`config.mk`:
```
export PLATFORM = sky130hd
export DESIGN_NAME = mxbus_eeprom
export DESIGN_NICKNAME = d
export VERILOG_FILES = /design/src/rtl/mxe_pkg.sv /design/src/rtl/mxe_addr_latch.sv /design/src/rtl/mxe_cmd_seq.sv /design/src/rtl/mxe_ctrl.sv /design/src/rtl/mxe_array.sv /design/src/rtl/mxbus_eeprom.sv
export SDC_FILE = /design/constraint.sdc
export NUM_CORES = 1
export LEC_CHECK = 0
export ABC_CLOCK_PERIOD_IN_PS = 8850
export BUFFER_PORTS_ARGS = -buffer_cell sky130_fd_sc_hd__buf_2
export CAP_MARGIN = 20
export CORE_MARGIN = 2
export CORE_UTILIZATION = 32
export CTS_BUF_LIST = sky130_fd_sc_hd__clkbuf_4
export DETAILED_ROUTE_END_ITERATION = 10
export PLACE_DENSITY_LB_ADDON = 0.08
export SYNTH_ARGS = -nofsm -noshare
export SYNTH_HDL_FRONTEND = slang
export SYNTH_HIERARCHICAL = 1
export SYNTH_SLANG_ARGS = --single-unit
```
`constraint.sdc`:
```
create_clock -name clk -period 8.85 [get_ports clk]
set_clock_uncertainty 0.2 [all_clocks]
set_input_delay 0.885 -clock clk [delete_from_list [all_inputs] [get_ports clk]]
set_output_delay 0.885 -clock clk [all_outputs]
set_load 0.02 [all_outputs]
```
`src/rtl/mxe_pkg.sv`:
```
// Package: shared mode encoding and unlock-sequence constants for the
// multiplexed-bus memory model. Assumes a 16-bit full address for the
// sequence compare (it is resized to the instance's address width).
package mxe_pkg;

    typedef enum logic [1:0] {
        VM_READ      = 2'd0,
        VM_ERASE_VFY = 2'd1,
        VM_PROG_VFY  = 2'd2
    } vmode_e;

    localparam logic [15:0] SEQ1_ADDR = 16'h5555;
    localparam logic [7:0]  SEQ1_DATA = 8'hAA;
    localparam logic [15:0] SEQ2_ADDR = 16'h2AAA;
    localparam logic [7:0]  SEQ2_DATA = 8'h10;

endpackage

```
`src/rtl/mxe_addr_latch.sv`:
```
// Address strobe edge detection and the low-address register.
// Assumes ale is synchronous to clk. The low byte is taken from the shared
// bus on the sampled high-to-low transition of ale.
module mxe_addr_latch (
    input  logic       clk,
    input  logic       rst_n,
    input  logic       ale,
    input  logic [7:0] ad_in,
    output logic       ale_rise,
    output logic [7:0] lo_addr
);
    logic ale_q;
    logic ale_fall;

    // Edges of the strobe against its value at the previous clock edge.
    assign ale_rise = ale & ~ale_q;
    assign ale_fall = ~ale & ale_q;

    // Keep the previous strobe value and capture the low address on a falling strobe.
    always_ff @(posedge clk) begin
        if (!rst_n) begin
            ale_q   <= 1'b0;
            lo_addr <= 8'h00;
        end else begin
            ale_q <= ale;
            if (ale_fall) lo_addr <= ad_in;
        end
    end

    // the latched byte moves only on a falling strobe.
    a_r1_latch_on_fall: assert property (@(posedge clk) disable iff (!rst_n)
        !(ale_q && !ale) |=> $stable(lo_addr));

endmodule

```
`src/rtl/mxe_cmd_seq.sv`:
```
// Two-write unlock detector for erase entry.
// Assumes wr pulses once per accepted write, with the full address and data
// valid in the same cycle. Any write that is not the expected one disarms.
module mxe_cmd_seq #(
    parameter int FULL_W = 16
) (
    input  logic              clk,
    input  logic              rst_n,
    input  logic              wr,
    input  logic [FULL_W-1:0] full_addr,
    input  logic [7:0]        wdata,
    output logic              seq_hit
);
    import mxe_pkg::*;

    logic armed;
    logic first_ok;
    logic second_ok;

    // Match the write against the two sequence entries.
    assign first_ok  = (full_addr == FULL_W'(SEQ1_ADDR)) && (wdata == SEQ1_DATA);
    assign second_ok = (full_addr == FULL_W'(SEQ2_ADDR)) && (wdata == SEQ2_DATA);
    assign seq_hit   = wr & armed & second_ok;

    // Arm on the first entry; any write while armed returns to waiting.
    always_ff @(posedge clk) begin
        if (!rst_n)  armed <= 1'b0;
        else if (wr) armed <= ~armed & first_ok;
    end

    // arming only follows a first-entry write.
    a_r6_arm_source: assert property (@(posedge clk) disable iff (!rst_n)
        $rose(armed) |-> $past(wr && first_ok));

    // a write seen while armed always disarms.
    a_r7_break_disarms: assert property (@(posedge clk) disable iff (!rst_n)
        (wr && armed) |=> !armed);

endmodule

```
`src/rtl/mxe_ctrl.sv`:
```
// Operation control: decides program and erase starts, times the erase and
// holds the sticky verify mode. Assumes ale_rise is a one-cycle pulse. The
// erase length is ERASE_CYC cycles (at least 1).
module mxe_ctrl #(
    parameter int ERASE_CYC = 20
) (
    input  logic                clk,
    input  logic                rst_n,
    input  logic                ale_rise,
    input  logic                hv_ok,
    input  logic                prog_ok,
    input  logic                seq_hit,
    output logic                busy,
    output logic                prog_en,
    output logic                erase_done,
    output mxe_pkg::vmode_e     mode
);
    import mxe_pkg::*;

    localparam int CNT_W = $clog2(ERASE_CYC + 1);

    logic [CNT_W-1:0] cnt_q;
    logic             start;

    // Accepted operations are gated by the strobe edge and by an idle erase timer.
    assign prog_en    = ale_rise & ~busy & prog_ok;
    assign start      = ale_rise & ~busy & (hv_ok | seq_hit);
    assign erase_done = busy & (cnt_q == '0);

    // Erase timer: loaded on start, counted down, released at zero.
    always_ff @(posedge clk) begin
        if (!rst_n) begin
            busy  <= 1'b0;
            cnt_q <= '0;
        end else if (start) begin
            busy  <= 1'b1;
            cnt_q <= CNT_W'(ERASE_CYC - 1);
        end else if (erase_done) begin
            busy  <= 1'b0;
        end else if (busy) begin
            cnt_q <= cnt_q - 1'b1;
        end
    end

    // Verify mode: set by each completed operation, cleared only by reset.
    always_ff @(posedge clk) begin
        if (!rst_n)          mode <= VM_READ;
        else if (erase_done) mode <= VM_ERASE_VFY;
        else if (prog_en)    mode <= VM_PROG_VFY;
    end

    // once out of normal read, no return without reset.
    a_r9_sticky_mode: assert property (@(posedge clk) disable iff (!rst_n)
        (mode != VM_READ) |=> (mode != VM_READ));

    // the end of an erase leaves erase verify.
    a_r9_erase_mode: assert property (@(posedge clk) disable iff (!rst_n)
        $fell(busy) |-> (mode == VM_ERASE_VFY));

    // an erase only begins on a strobe edge.
    a_r8_start_on_strobe: assert property (@(posedge clk) disable iff (!rst_n)
        $rose(busy) |-> $past(ale_rise));

endmodule

```
`src/rtl/mxe_array.sv`:
```
// Storage array of 2**AW bytes. Writes AND new data into the selected word,
// and a clear sets every word to 0xFF. The contents have no reset: they model
// non-volatile cells and are undefined until the first erase.
module mxe_array #(
    parameter int AW = 6
) (
    input  logic          clk,
    input  logic          rst_n,
    input  logic          prog_en,
    input  logic          clr_all,
    input  logic [AW-1:0] idx,
    input  logic [7:0]    wdata,
    output logic [7:0]    rd_word
);
    localparam int DEPTH = 1 << AW;

    logic [7:0] mem_q [DEPTH];

    // Asynchronous read of the addressed word.
    assign rd_word = mem_q[idx];

    // Whole-array erase, or a write that can only clear bits.
    always_ff @(posedge clk) begin
        if (clr_all) begin
            for (int i = 0; i < DEPTH; i++) mem_q[i] <= 8'hFF;
        end else if (prog_en) begin
            mem_q[idx] <= mem_q[idx] & wdata;
        end
    end

    // a write never sets a bit that was clear.
    a_r4_clear_only: assert property (@(posedge clk) disable iff (!rst_n)
        (prog_en && !clr_all) |=> ((mem_q[$past(idx)] & ~$past(rd_word)) == 8'h00));

endmodule

```
`src/rtl/mxbus_eeprom.sv`:
```
// Top of the multiplexed-bus reprogrammable byte memory model.
// Assumes all inputs are synchronous to clk and that AW <= 8 and HI_W >= 4.
// The high voltages appear only as the qualifiers vpp_hi, vdd_hi and a9_hv.
module mxbus_eeprom #(
    parameter int HI_W      = 8,
    parameter int AW        = 6,
    parameter int ERASE_CYC = 20
) (
    input  logic            clk,
    input  logic            rst_n,
    input  logic            ale,
    input  logic            oe_n,
    input  logic            vpp_hi,
    input  logic            vdd_hi,
    input  logic            a9_hv,
    input  logic [HI_W-1:0] addr_hi,
    input  logic [7:0]      ad_in,
    output logic [7:0]      ad_out,
    output logic            ad_oe,
    output logic            busy,
    output logic [1:0]      vmode
);
    import mxe_pkg::*;

    localparam int FULL_W = HI_W + 8;

    logic              ale_rise;
    logic [7:0]        lo_addr;
    logic [FULL_W-1:0] full_addr;
    logic              hv_ok;
    logic              prog_ok;
    logic              seq_hit;
    logic              prog_en;
    logic              erase_done;
    logic [7:0]        rd_word;
    vmode_e            mode;

    // Qualifier decode for the pin-level erase and for writes.
    assign full_addr = {addr_hi, lo_addr};
    assign hv_ok     = vpp_hi & a9_hv & addr_hi[2] & ~addr_hi[0] & ~addr_hi[3];
    assign prog_ok   = vpp_hi & vdd_hi & ~a9_hv;

    // Output path: the bus is driven only while output enable is low.
    assign ad_oe  = ~oe_n;
    assign ad_out = ad_oe ? rd_word : 8'h00;
    assign vmode  = mode;

    mxe_addr_latch u_latch (
        .clk      (clk),
        .rst_n    (rst_n),
        .ale      (ale),
        .ad_in    (ad_in),
        .ale_rise (ale_rise),
        .lo_addr  (lo_addr)
    );

    mxe_cmd_seq #(.FULL_W(FULL_W)) u_seq (
        .clk       (clk),
        .rst_n     (rst_n),
        .wr        (prog_en),
        .full_addr (full_addr),
        .wdata     (ad_in),
        .seq_hit   (seq_hit)
    );

    mxe_ctrl #(.ERASE_CYC(ERASE_CYC)) u_ctrl (
        .clk        (clk),
        .rst_n      (rst_n),
        .ale_rise   (ale_rise),
        .hv_ok      (hv_ok),
        .prog_ok    (prog_ok),
        .seq_hit    (seq_hit),
        .busy       (busy),
        .prog_en    (prog_en),
        .erase_done (erase_done),
        .mode       (mode)
    );

    mxe_array #(.AW(AW)) u_array (
        .clk     (clk),
        .rst_n   (rst_n),
        .prog_en (prog_en),
        .clr_all (erase_done),
        .idx     (lo_addr[AW-1:0]),
        .wdata   (ad_in),
        .rd_word (rd_word)
    );

    // standby never drives the bus.
    a_r3_standby_hiz: assert property (@(posedge clk) disable iff (!rst_n)
        (ale && oe_n) |-> !ad_oe);

    // the addressed word reads erased when the erase ends.
    a_r8_erased_at_end: assert property (@(posedge clk) disable iff (!rst_n)
        $fell(busy) |-> (rd_word == 8'hFF));

endmodule

```
==> results.py <==
metrics = {
    "pwr": {
        "power-per-cell-area_mw_per_mm2": 199,
        "peakVddDrop_v": 0.000104,
        "total_leakage_power_nw": 9.05,
        "total_power_w": 0.00537,
    },
    "timing": {
        "min_period_ns": 6.29,
        "rsz0062_at_grt": "no",
        "max_clock_freq_mhz": 159,
        "setup_tns_ns": 0,
        "setup_viol": 0,
        "fin_crit_sh_pct": 71.0,
        "finalHoldViolations": 0,
        "slew_headroom_pct": 22.6,
        "slew_viol_final": 0,
        "tightest_slew_ns": 1.16,
    },
    "die": {
        "fp.dieH_um": 277,
        "num_rows": 100,
        "die_area_mm2": 0.0769,
        "pin_count": 35,
        "core_mm2": 0.0742,
        "initial_utilization_pct": 32.2,
        "die_w_um": 277,
    },
    "layout": {
        "area_growth_pct": 13.1,
        "drive_above_1_share_pct": 20.9,
        "final_core_util_pct": 36.4,
        "layout.cells.non_filler": 3144,
        "multiInputGateArea_mm2": 0.00739,
        "nets": 2092,
        "final_common_cell": "nand2_1",
        "final_cell_mix": "553 x nand2_1, 512 x edfxtp_1, 227 x clkbuf_4",
        "fillers": 7319,
        "ff_latch_area_mm2": 0.0157,
        "fin_area_mm2": 0.0270,
    },
    "worst_setup_path": {
        "ff2ff_setup_slack_ns": 3.32,
        "r2r_start": "u_latch/lo_addr[1]",
        "endpoint_kind": "output port",
        "start_kind": "flip-flop",
        "worstRegToRegCells": 10,
        "required_ns": 7.77,
        "r2r-end": "u_array/mem_q[53][3]",
        "critical_path.max_fanout": 33,
        "cp.arrival_ns": 5.20,
        "setup.worst_path.class": "reg2out",
    },
    "clock_network": {
        "cts_sinks": 530,
        "clk_path_buf_depth": 3,
        "htreeDepth": 4,
        "cts_tree": "done",
        "cts_resized": 0,
        "post-cts-setup-buffers": 0,
        "clk_pin_slew_worst_paths_ns": 0.07,
        "cts_root_buf": "clkbuf_4",
        "cts_buffers": 151,
        "clock_latency_ns": 1.02,
        "cts_hold_buf": 14,
    },
    "route": {
        "wl_met1_mm": 40.7,
        "wl_mm": 93.5,
        "wl_per_cell_um": 29.7,
        "routed.top_layer": "met4",
        "ant_nets": 0,
        "drtIter0Drc": 1734,
        "dr_wl_met2_mm": 43.2,
        "post_drt_via_cell_ratio": 5.59,
        "vias": 17600,
        "drtPass1Iterations": 7,
        "post-route-drc-count": 0,
        "dr_wl_met3_mm": 6.45,
    },
    "place": {
        "placed_area_mm2": 0.0249,
        "place_congestion": 0.903,
        "dp_cells": 2870,
        "io_buffers": 34,
        "dpl.hpwl_mm": 57.3,
    },
    "logic_synthesis": {
        "synth_cells": 1974,
        "netlist_area_mm2": 0.0239,
        "synth_top_area_share_pct": 64.3,
        "synth-edff-count": 512,
        "ys_ff_latch": 530,
        "postSynthAreaPerCell_um2": 12.1,
        "yosysWarnings": 6,
        "yosysSeqAreaShare_pct": 65.9,
        "synth_flop_cell": "edfxtp_1",
        "synth_top_area_cell": "edfxtp_1",
        "async_flop_share_pct": 0,
        "syn_nets": 1998,
        "synth.area.top_cells": "edfxtp_1 64%, nand2_1 8.7%, a22oi_1 3.1%",
        "yosysUniqueCellTypes": 81,
    },
    "worst_hold_path": {
        "hp-start": "a9_hv",
        "hold_depth": 5,
        "hold_class": "in2reg",
        "holdPathEnd": "u_ctrl/mode[0]",
    },
    "grt": {
        "grt-ovfl-total": 0,
        "grt_start_max_net_pins": 78,
        "grt_pass1_vias": 17600,
        "antenna_found_initial": 5,
        "grt_usage_pct": 24.3,
        "grt_first_pass_wirelength_mm": 133,
    },
    "run": {
        "max_cap_violations": 0,
    },
    "status": {
        "status": "complete, no violations",
    },
}
[flip-flops by register name, summed over array words and instances (netlist names)]
register,cells
u_ctrl/cnt_q,5
u_seq/armed,1
u_latch/ale_q,1
u_ctrl/busy,1
u_array/mem_q,512
u_ctrl/mode,2
u_latch/lo_addr,8
[stage by stage]
stage / worst slack [ns] / hold slack (ns)
global route: 2.36 / 0.0719
detailed placement: 3.40 / 0.258
floorplan: 5.36 / 0.239
finish: 2.56 / 0.113
CTS: 2.49 / 0.0137
global placement: 3.43 / 0.251
[worst max path at each step]
stage / start / to / cells after the start
final: u_latch/lo_addr[1] / ad_out[3] / 10
after global routing: u_latch/lo_addr[1] / ad_out[3] / 10
after CTS: u_latch/lo_addr[1] / ad_out[3] / 10
after detailed placement: u_latch/lo_addr[1] / u_array/mem_q[44][3] / 10
after global placement: u_latch/lo_addr[1] / u_array/mem_q[22][3] / 10
after floorplan: u_latch/lo_addr[0] / ad_out[4] / 10
[kinds of logic after synthesis]
logic type / after synthesis / share of synthesized area [%]
DFF: 530 / 65.9
buffers and inverters: 164 / 3.55
adders and majority gates: 1 / 0.0524
AOI/OAI and AO/OA: 357 / 11.5
muxes: 75 / 3.35
and+or+nand+nor: 847 / 15.7
[worst max-delay path, cell delays in order (launching register included)]
cell and delay [ns]:
dfxtp_4 0.50, buf_4 0.36, nor2b_4 0.30, buf_4 0.31, a22oi_1 0.66, o32ai_1 0.20
or4b_1 0.67, nor4b_1 0.72, nand2_1 0.10, nor2b_1 0.16, buf_2 0.16
[cell usage after synthesis, types with 10 or more instances]
library cell and number:
inv_1 10, a31oi_1 11, a21oi_1 22, edfxtp_1 512, nor2b_1 16, clkbuf_1 51, or2_2 66, mux2_2 16
buf_2 61, o22ai_1 34, nand2_1 553, buf_4 11, mux2i_1 57, a22oi_1 100, nor3_1 15, dfxtp_1 18
nand3_1 16, o21ai_0 29, nor2_1 99, buf_6 15, nand2_2 20, buf_1 14, a221oi_1 51, a22o_1 30
[layout make-up]
cell class                      instances  area share (%)
Timing Repair Buffer                   94            2.51
Clock buffer                          227            6.31
Sequential cell                       530            58.3
Multi-Input combinational cell       1280            27.4
Clock inverter                         27           0.852
Tap cell                              969            4.49
Inverter                               11           0.153
Antenna cell                            6          0.0556
[report_power, final]
group / internal [W] / switching (W) / total [W]
registers: 0.00272 / 0.0000102 / 0.00273
logic: 0.0000624 / 0.000229 / 0.000292
clock network: 0.00128 / 0.00107 / 0.00235
[per-layer routing]
| metal | up-vias | track usage, % |
|---|---|---|
| met1 | 9060 | 33.2 |
| met5 | - | 0 |
| met3 | 138 | 4.98 |
| met4 | 0 | 9.52 |
| li1 | 7591 | - |
| met2 | 796 | 37.8 |
Note: power is estimated with default switching activity, not from simulation.
